[src/rtl/skg_pkg.sv]
package skg_pkg;

  typedef enum logic [1:0] {
    GATE_CLOSED = 2'd0,
    GATE_ARMED  = 2'd1,
    GATE_XFER   = 2'd2
  } gate_mode_e;

  typedef struct packed {
    logic rd;      // a read cycle has just begun
    logic wr;      // a write cycle has just ended
    logic wbit;    // data bit 0 held during that write
    logic key_ok;  // address of that write lies in the key window
  } bus_evt_t;

endpackage

[src/rtl/skg_bus_sync.sv]
module skg_bus_sync
  import skg_pkg::*;
#(
  parameter int ADDR_W = 21,
  parameter int SPAN_W = 19,
  parameter int SYNC_N = 2
) (
  input  logic              clk,
  input  logic              rst_n,
  input  logic              ce_n,
  input  logic              we_n,
  input  logic              oe_n,
  input  logic              pwr_fail,
  input  logic [ADDR_W-1:0] addr,
  input  logic              din0,
  output bus_evt_t          evt,
  output logic              dq_oe
);

  localparam int PW = ADDR_W + 5;
  localparam int TOP = SYNC_N - 1;
  localparam logic [PW-1:0] IDLE_V = {1'b0, 1'b1, 1'b1, 1'b1, 1'b0, {ADDR_W{1'b0}}};

  logic [PW-1:0] raw;
  logic [PW-1:0] stg [SYNC_N];

  assign raw = {pwr_fail, oe_n, we_n, ce_n, din0, addr};

  always_ff @(posedge clk or negedge rst_n) begin
    if (!rst_n) begin
      for (int i = 0; i < SYNC_N; i++) stg[i] <= IDLE_V;
    end else begin
      stg[0] <= raw;
      for (int i = 1; i < SYNC_N; i++) stg[i] <= stg[i-1];
    end
  end

  logic              s_pf, s_oe_n, s_we_n, s_ce_n, s_d;
  logic [ADDR_W-1:0] s_addr;
  assign {s_pf, s_oe_n, s_we_n, s_ce_n, s_d, s_addr} = stg[TOP];

  logic rd_act, wr_act, addr_ok;
  assign rd_act  = ~s_ce_n & s_we_n;
  assign wr_act  = ~s_ce_n & ~s_we_n;
  assign addr_ok = ~|s_addr[ADDR_W-1:SPAN_W];

  // previous-cycle view of the synchronized bus
  logic p_rd, p_wr, p_d, p_ok;
  logic n_rd, n_wr, n_d, n_ok;

  always_comb begin
    n_rd = rd_act;
    n_wr = wr_act;
    n_d  = s_d;
    n_ok = addr_ok;
  end

  always_ff @(posedge clk or negedge rst_n) begin
    if (!rst_n) begin
      p_rd <= 1'b0;
      p_wr <= 1'b0;
      p_d  <= 1'b0;
      p_ok <= 1'b0;
    end else begin
      p_rd <= n_rd;
      p_wr <= n_wr;
      p_d  <= n_d;
      p_ok <= n_ok;
    end
  end

  assign evt.rd     = rd_act & ~p_rd & ~s_pf;
  assign evt.wr     = p_wr & ~wr_act & ~s_pf;
  assign evt.wbit   = p_d;
  assign evt.key_ok = p_ok;
  assign dq_oe      = ~s_ce_n & ~s_oe_n & s_we_n & ~s_pf;


  rd_single_chk: assert property (@(posedge clk) disable iff (!rst_n)
    evt.rd |=> !evt.rd);


  wr_single_chk: assert property (@(posedge clk) disable iff (!rst_n)
    evt.wr |=> !evt.wr);

endmodule

[src/rtl/skg_unlock_fsm.sv]
module skg_unlock_fsm
  import skg_pkg::*;
#(
  parameter int              KEY_W = 64,
  parameter logic [KEY_W-1:0] KEY  = 64'hA5C3_1E0F_7B29_D468
) (
  input  logic                     clk,
  input  logic                     rst_n,
  input  bus_evt_t                 evt,
  output logic                     hid_wr_stb,
  output logic [$clog2(KEY_W)-1:0] hid_wr_idx,
  output logic                     hid_rd_stb,
  output logic [$clog2(KEY_W)-1:0] hid_rd_idx,
  output logic                     mem_rd_en,
  output logic                     mem_wr_en,
  output logic                     hid_rd_sel,
  output logic                     hid_wr_sel
);

  localparam int PTR_W = $clog2(KEY_W);
  localparam logic [PTR_W-1:0] LAST = PTR_W'(KEY_W - 1);

  gate_mode_e       mode, n_mode;
  logic [PTR_W-1:0] kptr, n_kptr;
  logic [PTR_W-1:0] xptr, n_xptr;
  logic             n_mrd, n_mwr;

  // write is applied before read when both land in one clock
  always_comb begin
    n_mode     = mode;
    n_kptr     = kptr;
    n_xptr     = xptr;
    n_mrd      = 1'b0;
    n_mwr      = 1'b0;
    hid_wr_stb = 1'b0;
    hid_rd_stb = 1'b0;
    hid_wr_idx = xptr;
    hid_rd_idx = xptr;

    if (evt.wr) begin
      if (n_mode == GATE_XFER) begin
        hid_wr_stb = 1'b1;
        hid_wr_idx = n_xptr;
        if (n_xptr == LAST) begin
          n_mode = GATE_CLOSED;
          n_xptr = '0;
        end else begin
          n_xptr = n_xptr + 1'b1;
        end
      end else begin
        n_mwr = 1'b1;
        if (n_mode == GATE_ARMED) begin
          if (evt.key_ok && (evt.wbit == KEY[n_kptr])) begin
            if (n_kptr == LAST) begin
              n_mode = GATE_XFER;
              n_kptr = '0;
              n_xptr = '0;
            end else begin
              n_kptr = n_kptr + 1'b1;
            end
          end else begin
            n_mode = GATE_CLOSED;
            n_kptr = '0;
          end
        end
      end
    end

    if (evt.rd) begin
      if (n_mode == GATE_XFER) begin
        hid_rd_stb = 1'b1;
        hid_rd_idx = n_xptr;
        if (n_xptr == LAST) begin
          n_mode = GATE_CLOSED;
          n_xptr = '0;
        end else begin
          n_xptr = n_xptr + 1'b1;
        end
      end else begin
        n_mrd  = 1'b1;
        n_mode = GATE_ARMED;
        n_kptr = '0;
      end
    end
  end

  always_ff @(posedge clk or negedge rst_n) begin
    if (!rst_n) begin
      mode       <= GATE_CLOSED;
      kptr       <= '0;
      xptr       <= '0;
      mem_rd_en  <= 1'b0;
      mem_wr_en  <= 1'b0;
      hid_rd_sel <= 1'b0;
      hid_wr_sel <= 1'b0;
    end else begin
      mode       <= n_mode;
      kptr       <= n_kptr;
      xptr       <= n_xptr;
      mem_rd_en  <= n_mrd;
      mem_wr_en  <= n_mwr;
      hid_rd_sel <= hid_rd_stb;
      hid_wr_sel <= hid_wr_stb;
    end
  end


  arm_on_read_chk: assert property (@(posedge clk) disable iff (!rst_n)
    (evt.rd && !evt.wr && mode != GATE_XFER) |=> (mode == GATE_ARMED && kptr == '0));


  disarm_on_bad_chk: assert property (@(posedge clk) disable iff (!rst_n)
    (mode == GATE_ARMED && evt.wr && !evt.rd && !evt.key_ok) |=> (mode == GATE_CLOSED));


  mem_write_pass_chk: assert property (@(posedge clk) disable iff (!rst_n)
    (mode != GATE_XFER && evt.wr) |=> (mem_wr_en && !hid_wr_sel));


  close_after_last_chk: assert property (@(posedge clk) disable iff (!rst_n)
    (mode == GATE_XFER && xptr == LAST && (evt.wr || evt.rd)) |=> (mode != GATE_XFER));


  state_hold_chk: assert property (@(posedge clk) disable iff (!rst_n)
    (!evt.rd && !evt.wr) |=> ($stable(mode) && $stable(kptr) && $stable(xptr)));

endmodule

[src/rtl/skg_hidden_reg.sv]
module skg_hidden_reg #(
  parameter int W = 64
) (
  input  logic                 clk,
  input  logic                 rst_n,
  input  logic                 wr_stb,
  input  logic [$clog2(W)-1:0] wr_idx,
  input  logic                 wbit,
  input  logic                 rd_stb,
  input  logic [$clog2(W)-1:0] rd_idx,
  output logic                 rd_bit
);

  logic [W-1:0] store;

  generate
    for (genvar i = 0; i < W; i++) begin : g_bit
      logic hit;
      assign hit = wr_stb && (wr_idx == i[$clog2(W)-1:0]);
      always_ff @(posedge clk or negedge rst_n) begin
        if (!rst_n)   store[i] <= 1'b0;
        else if (hit) store[i] <= wbit;
      end
    end
  endgenerate

  logic n_rd_bit;
  always_comb n_rd_bit = rd_stb ? store[rd_idx] : rd_bit;

  always_ff @(posedge clk or negedge rst_n) begin
    if (!rst_n) rd_bit <= 1'b0;
    else        rd_bit <= n_rd_bit;
  end


  stored_bit_chk: assert property (@(posedge clk) disable iff (!rst_n)
    wr_stb |=> (store[$past(wr_idx)] == $past(wbit)));

endmodule

[src/rtl/serial_key_gate.sv]
module serial_key_gate
  import skg_pkg::*;
#(
  parameter int               ADDR_W = 21,
  parameter int               SPAN_W = 19,
  parameter int               SYNC_N = 2,
  parameter int               KEY_W  = 64,
  parameter logic [KEY_W-1:0] KEY    = 64'hA5C3_1E0F_7B29_D468
) (
  input  logic              clk,
  input  logic              rst_n,
  input  logic              ce_n,
  input  logic              we_n,
  input  logic              oe_n,
  input  logic              pwr_fail,
  input  logic [ADDR_W-1:0] addr,
  input  logic              din0,
  output logic              mem_rd_en,
  output logic              mem_wr_en,
  output logic              hid_rd_sel,
  output logic              hid_wr_sel,
  output logic              rd_bit,
  output logic              dq_oe
);

  localparam int PTR_W = $clog2(KEY_W);

  bus_evt_t         evt;
  logic             hw_stb, hr_stb;
  logic [PTR_W-1:0] hw_idx, hr_idx;

  skg_bus_sync #(
    .ADDR_W (ADDR_W),
    .SPAN_W (SPAN_W),
    .SYNC_N (SYNC_N)
  ) u_sync (
    .clk      (clk),
    .rst_n    (rst_n),
    .ce_n     (ce_n),
    .we_n     (we_n),
    .oe_n     (oe_n),
    .pwr_fail (pwr_fail),
    .addr     (addr),
    .din0     (din0),
    .evt      (evt),
    .dq_oe    (dq_oe)
  );

  skg_unlock_fsm #(
    .KEY_W (KEY_W),
    .KEY   (KEY)
  ) u_fsm (
    .clk        (clk),
    .rst_n      (rst_n),
    .evt        (evt),
    .hid_wr_stb (hw_stb),
    .hid_wr_idx (hw_idx),
    .hid_rd_stb (hr_stb),
    .hid_rd_idx (hr_idx),
    .mem_rd_en  (mem_rd_en),
    .mem_wr_en  (mem_wr_en),
    .hid_rd_sel (hid_rd_sel),
    .hid_wr_sel (hid_wr_sel)
  );

  skg_hidden_reg #(
    .W (KEY_W)
  ) u_hreg (
    .clk    (clk),
    .rst_n  (rst_n),
    .wr_stb (hw_stb),
    .wr_idx (hw_idx),
    .wbit   (evt.wbit),
    .rd_stb (hr_stb),
    .rd_idx (hr_idx),
    .rd_bit (rd_bit)
  );


  oe_drop_on_write_chk: assert property (@(posedge clk) disable iff (!rst_n)
    (mem_wr_en || hid_wr_sel) |-> !$past(dq_oe, 2));

endmodule

[config.mk]
export PLATFORM = sky130hd
export DESIGN_NAME = serial_key_gate
export DESIGN_NICKNAME = d
export VERILOG_FILES = /design/src/rtl/skg_pkg.sv /design/src/rtl/skg_bus_sync.sv /design/src/rtl/skg_unlock_fsm.sv /design/src/rtl/skg_hidden_reg.sv /design/src/rtl/serial_key_gate.sv
export SDC_FILE = /design/constraint.sdc
export NUM_CORES = 1
export LEC_CHECK = 0
export CAP_MARGIN = 20
export CORE_ASPECT_RATIO = 2
export CORE_UTILIZATION = 35
export DETAILED_ROUTE_END_ITERATION = 10
export PLACE_DENSITY_LB_ADDON = 0.12
export REMOVE_ABC_BUFFERS = 1
export SYNTH_ARGS = -nofsm -noshare
export SYNTH_HDL_FRONTEND = slang
export SYNTH_HIERARCHICAL = 1
export SYNTH_SLANG_ARGS = --single-unit
[constraint.sdc]
create_clock -name clk -period 3.9 [get_ports clk]
set_input_delay 0.975 -clock clk [delete_from_list [all_inputs] [get_ports clk]]
set_output_delay 0.975 -clock clk [all_outputs]
set_load 0.005 [all_outputs]
* After elaboration in Yosys (flattened, before gate mapping)
Memory sizes are Yosys's and may differ from the RTL's.
Index checks and enable logic that the tools add are counted.
** Cells by class
- Add/subtract/negate cells :: 3
- Order comparisons :: 2
- Equal/unequal tests :: 69
- Muxes and demuxes :: 38
- Bitwise logic cells :: 15
- Reduce and logical (&&, ||, !) cells :: 68
** Operators by type and width (count)
- == test 6 bit, second input constant :: 34
- 2-to-1 mux 6 bit :: 18
- == test 6 x 5 -> 1 bit, second input constant :: 16
- logical AND 1 bit :: 65
- == test 6 x 4 -> 1 bit, second input constant :: 8
- == test 6 x 3 -> 1 bit, second input constant :: 4
- adder 6 x 1 -> 6 bit, second input constant :: 3
- 2-to-1 mux 2 bit :: 9
- < comparator 6 x 7 -> 1 bit, second input constant :: 2
- == test 6 x 2 -> 1 bit, second input constant :: 2
- 2-to-1 mux 1 bit :: 10
- bitwise AND 1 bit :: 9
- binary-select mux 1 bit (select 6 bit) :: 1
- == test 6 x 1 -> 1 bit, second input constant :: 1
- logical NOT 6 bit :: 1
- NOT 1 bit :: 6
- == test 2 bit, second input constant :: 2
- == test 2 x 1 -> 1 bit, second input constant :: 1
- OR reduction 2 bit :: 1
- == test 1 bit :: 1
- logical NOT 1 bit :: 1
** Storage, ports and cells
- Bits in registers :: 139
- ROM bits :: 64
- Input bits :: 28
- Word-level logic and storage cells :: 274
- Memories :: 1
** Memory list
- (no name shown) :: words 64, width 1, read ports 1, clocked after Yosys merged registers in 0, wr ports 0, line skg_unlock_fsm.sv:53 : if (evt.key_ok && (evt.wbit == KEY[n_kptr])) begin

* Depth between registers and ports, before layout
- Word-level depth :: 13
- Depth in mapped cells :: 18
- Mapped depth without buffers :: 15

* Hierarchy
The synthesis kept the hierarchy.
** Modules (own cells, without submodules)
- skg_hidden_reg :: times used 1, cells each 297, area an instance 3453.3 µm², seq. area each 1626.6 µm²
- skg_unlock_fsm :: times used 1, cells each 192, area an instance 1576.5 µm², seq. area each 450.4 µm²
- skg_bus_sync :: times used 1, cells each 27, area an instance 523.0 µm², seq. area each 457.9 µm²

* Least setup slack after synthesis
No wires, ideal clock.
- Path type :: reg2reg
- From :: register u_fsm.kptr[0]
- To :: register u_hreg.rd_bit
- Arrival :: 4057 ps
- Required time :: 3818 ps
- Setup slack :: -239 ps
- Stages on the path, launching flop included :: 17
- Path buffers :: 3
- Clock period less this slack :: 4139 ps
- Cell sequence :: dfrtp_1 > buf_2 > inv_1 > ha_1 > mux4_2 > a211oi_2 > mux2i_1 > o311ai_4 > nor2_8 > nand2_1 > a221o_1 > buf_2 > buf_4 > mux4_2 > mux2i_1 > mux4_2 > a31oi_1
** Between the ends
- Longest elaborated chain between the ends :: 13
- Elaborated cells on any way between the ends :: 22
** Ends and longest elaborated chain
- from (decl) :: line skg_unlock_fsm.sv:24 : logic [PTR_W-1:0] kptr, n_kptr;
- from (signal assigned) :: line skg_unlock_fsm.sv:98 : kptr <= n_kptr;
- memory (64 x 1 bit)
- 2-to-1 mux 1 bit (implied by the code) :: line skg_unlock_fsm.sv:53
- == test 1 bit :: line skg_unlock_fsm.sv:53
- logical AND 1 bit :: line skg_unlock_fsm.sv:53
- 2-to-1 mux 2 bit :: line skg_unlock_fsm.sv:53
- 2-to-1 mux 2 bit :: line skg_unlock_fsm.sv:52 : if (n_mode == GATE_ARMED) begin
- 2-to-1 mux 2 bit :: line skg_unlock_fsm.sv:41 : if (n_mode == GATE_XFER) begin
- 2-to-1 mux 2 bit :: line skg_unlock_fsm.sv:40 : if (evt.wr) begin
- == test 2 bit :: line skg_unlock_fsm.sv:70 : if (n_mode == GATE_XFER) begin
- 2-to-1 mux 6 bit (*) :: line skg_unlock_fsm.sv:70
- 2-to-1 mux 6 bit (*) :: line skg_unlock_fsm.sv:69 : if (evt.rd) begin
- via hr_idx[2] :: line serial_key_gate.sv:30 : logic [PTR_W-1:0] hw_idx, hr_idx;
- binary-select mux 1 bit (select 6 bit) (*) :: line skg_hidden_reg.sv:28 : always_comb n_rd_bit = rd_stb ? store[rd_idx] : rd_bit;
- 2-to-1 mux 1 bit (implied by the code) (*) :: line skg_hidden_reg.sv:28
- to (signal assigned) :: line skg_hidden_reg.sv:32 : else rd_bit <= n_rd_bit;
- to (decl) :: line skg_hidden_reg.sv:11 : output logic rd_bit
The timed path passes the listed nets; every way through them passes the cells marked *. The select of a mux whose other input is x is not followed.
A chain may end at the register's enable or synchronous reset.

* Worst setup path in the final report
- From :: register u_fsm.kptr[0]
- To :: register u_hreg.rd_bit
** Between the ends
- Elaborated cells on any way between the ends :: 22
** RTL lines
- memory (64 x 1 bit)
- 2-to-1 mux 1 bit (implied by the code) :: line skg_unlock_fsm.sv:53
- == test 1 bit :: line skg_unlock_fsm.sv:53
- logical AND 1 bit :: line skg_unlock_fsm.sv:53
- 2-to-1 mux 2 bit (*) :: line skg_unlock_fsm.sv:53
- 2-to-1 mux 2 bit (*) :: line skg_unlock_fsm.sv:52
- 2-to-1 mux 2 bit (*) :: line skg_unlock_fsm.sv:41
- 2-to-1 mux 2 bit (*) :: line skg_unlock_fsm.sv:40
- == test 2 bit (*) :: line skg_unlock_fsm.sv:70
- 2-to-1 mux 1 bit (*) :: line skg_unlock_fsm.sv:70
- 2-to-1 mux 1 bit (*) :: line skg_unlock_fsm.sv:69
- via hr_stb :: line serial_key_gate.sv:29 : logic hw_stb, hr_stb;
Marks and branches as above.

==> impl_results.md <==
- Estimated wirelength of the detail-placed design: 9.91 mm
- Max frequency: 0.246 GHz
- Sw power: 0.000467 W
- Worst-Margin Slew: 0.876 ns
- Metal2 WL: 7.90 mm
- Skew-Pair Late Insertion Delay: 0.35 ns
- Sink Count: 101
- Violated checks: negative setup slack
- Yosys reg bits: 101
- Initial core utilization: 36.1%
- Boundary Pins: 34
- Worst-path clk slew: 0.07 ns
- Critical-path cell list: buf_4 > ha_1 > mux4_2 > a211oi_4 > buf_4 > mux2i_1 > buf_4 > o311ai_4 > nor2_8 > o21bai_2 > buf_12 > mux4_1 > mux2i_2 > mux4_2 > a31oi_1
- Post-Route WL: 13.8 mm
- Die Span Y: 180 um
- Slew Viols, Final: 0
- Sw Share: 22.0%
- Required @ worst endpoint: 4.13 ns
- Most common cell after layout, fill and taps aside: dfrtp_1
- Tmin final: 4.07 ns
- Post-Syn Instances: 516
- Async S/R FF share, synth: 100%
- Setup Slack @ Placement: -0.428 ns
- Htree depth: 3
- RSZ-0062 raised after global routing: true
- Clk root buf: clkbuf_16
- Final period util: 104%
- # DRC: 0
- CP most frequent cell: buf_4
- Maximum fanout along the worst path: 9
- Average cell area after synthesis: 10.8 sq um
- Netlist Area Pre-Place: 5550 sq um
- # rows: 64
- Crit. End Element: flop
- PwrDens: 324 nW/um^2
- Vias in the first global route: 4,343
- DRT antenna net count: 0
- Slowest CP cell: mux4_1
- Routed WL per cell: 18.1 um
- Crit Path Category: reg -> reg
- Largest net degree at the start of global routing: 67
- Data arrival, critical path: 4.29 ns
- Hold Violations, Final: 0
- Layout cell share with drive strength beyond 1: 29.2%
- Die Width: 91.1 um
- Clock Skews: 0.00749 ns
- Antenna violations before repair: 0
- Internal Power: 0.00166 W
- Most frequent cells in the layout: 95 x dfrtp_1, 65 x mux2_2, 63 x nand2_1, 44 x nor2_1, 43 x buf_4
- Sequential area share after synthesis: 45.7%
- Total gr overflow: 0
- Initial DRC Count: 189
- CTS tree: done
- Final nets: 598
- Clock power frac: 45.1%
- Global-route wire length before repair: 22.7 mm
- Routed wl met3: 179 um
- Yosys warns: 6
- All-Layer GR Usage: 17.9%
- Routability cong.: 0.798
- Max IR drop VDD: 190 uV
- Hold Path Class: reg -> reg
- Hold WS: 0.346 ns
- Max cap viols: 0
- Top Metal Used: met4
- CP Launch Type: flop
- Count of cell types in the netlist: 65
- Clk buf depth: 2
- Core Region: 15,400 sq um
- Logic pwr share: 4.4%
- Number of flops mapped to enable cells by yosys: 0
- Final setup viols: 1
- Vias: 4,013
- DR vias/cell: 5.26
- Die Area: 16,400 sq um
- TritonCTS buffer count: 9
- Utilization after layout: 42.7%
- Slew margin rel.: 41.6%
- Port buffer count: 14
- Area grow syn2layout: 18.2%
- LEAKAGE: 2.90 nW
- TritonRoute pass-1 iters: 4
- Sequential share of power: 50.5%
- Status: finished, violations left
- Setup ws final: -0.169 ns
- M1 wire length: 5.31 mm
- Diodes inserted: 0
- Worst path max stage delay: 0.57 ns
- Top_reg_cell synth: dfrtp_1
[through the flow]
stage | cell area (sq um) | total power [W] | instances | setup TNS, ns
after floorplan | 5390 | 0.00113 | 488 | -0.554
after global placement | 6170 | 0.00118 | 746 | -0.371
after detailed placement | 6170 | 0.00119 | 746 | -0.428
after CTS | 6530 | 0.00216 | 763 | -0.234
after global routing | 6570 | 0.00222 | 763 | -0.306
final | 6570 | 0.00213 | 763 | -0.169
[registers in the layout (all words and copies together) (netlist names)]
signal / flops
u_sync/s_ce_n: 1
u_sync/s_pf: 1
u_fsm/kptr: 6
u_hreg/rd_bit: 1
u_sync/s_addr: 2
u_fsm/mode: 2
u_fsm/mem_wr_en: 1
u_fsm/xptr: 6
u_sync/p_d: 1
u_sync/stg: 7
u_hreg/store: 64
u_sync/p_wr: 1
u_sync/s_oe_n: 1
u_sync/n_d: 1
u_fsm/mem_rd_en: 1
u_fsm/hid_wr_sel: 1
u_sync/p_ok: 1
u_sync/s_we_n: 1
u_fsm/hid_rd_sel: 1
u_sync/p_rd: 1
[power groups by stage]
stage	logic (W)	registers (W)	clock network (W)
floorplan	0.0000307	0.00110	0
global placement	0.0000908	0.00109	0
detailed placement	0.0000927	0.00109	0
CTS	0.0000959	0.00107	0.000993
global route	0.000106	0.00107	0.00103
finish	0.0000939	0.00107	0.000959
[cell usage after synthesis (all sizes together), types with 4 or more instances]
cell type,number,share of area [%]
mux2,65,13
nor3,15,1.4
mux2i,26,4.7
inv,19,1.3
a22oi,4,0.54
nand2,63,4.3
dfstp,6,2.8
nand3,12,1.1
o21ai,17,1.5
and3,4,0.45
nor2,46,3.4
mux4,10,4.5
nand4,5,0.56
nor2b,5,0.56
a31oi,8,0.90
a21oi,18,1.7
ha,10,2.3
nand2b,8,1.0
clkbuf,16,1.3
nor3b,6,0.90
or2,6,0.68
buf,12,1.7
dfrtp,95,43
[path summary, 6_finish.rpt]
path / from / to / slack, ns / cells past startpoint
min in group asynchronous: rst_n / u_hreg/store[8] / 0.72 / 1
max in group asynchronous: rst_n / u_hreg/store[41] / 2.50 / 2
worst max register to register: u_fsm/kptr[0] / u_hreg/rd_bit / -0.17 / 15
worst max-delay path: u_fsm/kptr[0] / u_hreg/rd_bit / -0.17 / 15
worst min-delay path: u_sync/stg[46] / u_sync/s_addr[20] / 0.35 / 0
worst min register to register: u_sync/stg[46] / u_sync/s_addr[20] / 0.35 / 0
[worst max-delay path: cells and delay by family (launching register included)]
family / cells / cell delay (ns)
AND/OR/NAND/NOR: 1 / 0.06
AO/OA/AOI/OAI: 4 / 0.99
multiplexers: 5 / 1.68
flip-flops: 1 / 0.39
adder cells (fa/ha/maj): 1 / 0.18
buffers and inverters: 4 / 0.66
[cells by family after synthesis]
logic type / after synthesis / share of synthesized area, %
xor+xnor: 3 / 0.473
mux: 101 / 22.4
simple gates: 182 / 16.0
compound gates: 72 / 8.99
fa+ha+maj: 10 / 2.25
flops: 101 / 45.7
buf+inv: 47 / 4.24
[metal layers]
metal  vias to the layer above  track usage (%)
li1                       1918                -
met1                      2038             19.3
met2                        38             33.9
met3                        19             2.41
met4                         0             8.13
met5                         -                0
[layout make-up]
cell class / count / area (sq um)
fillers: 1538 / 8810
multi-input cells: 368 / 2850
flip-flops and latches: 101 / 2530
repair buffers: 61 / 544
well taps: 198 / 248
clock buffers: 10 / 229
clock inverters: 6 / 86.3
inverters: 19 / 71.3
[what timing repair did]
action | 4_1_cts | 5_1_grt
buffers inserted | 1 | 0
hold buffers | 0 | 0
setup endpoints to repair | 1 | 1
gates resized for setup | 11 | 6
pin swaps | 5 | 6
Power figures use the tool's default switching activity.
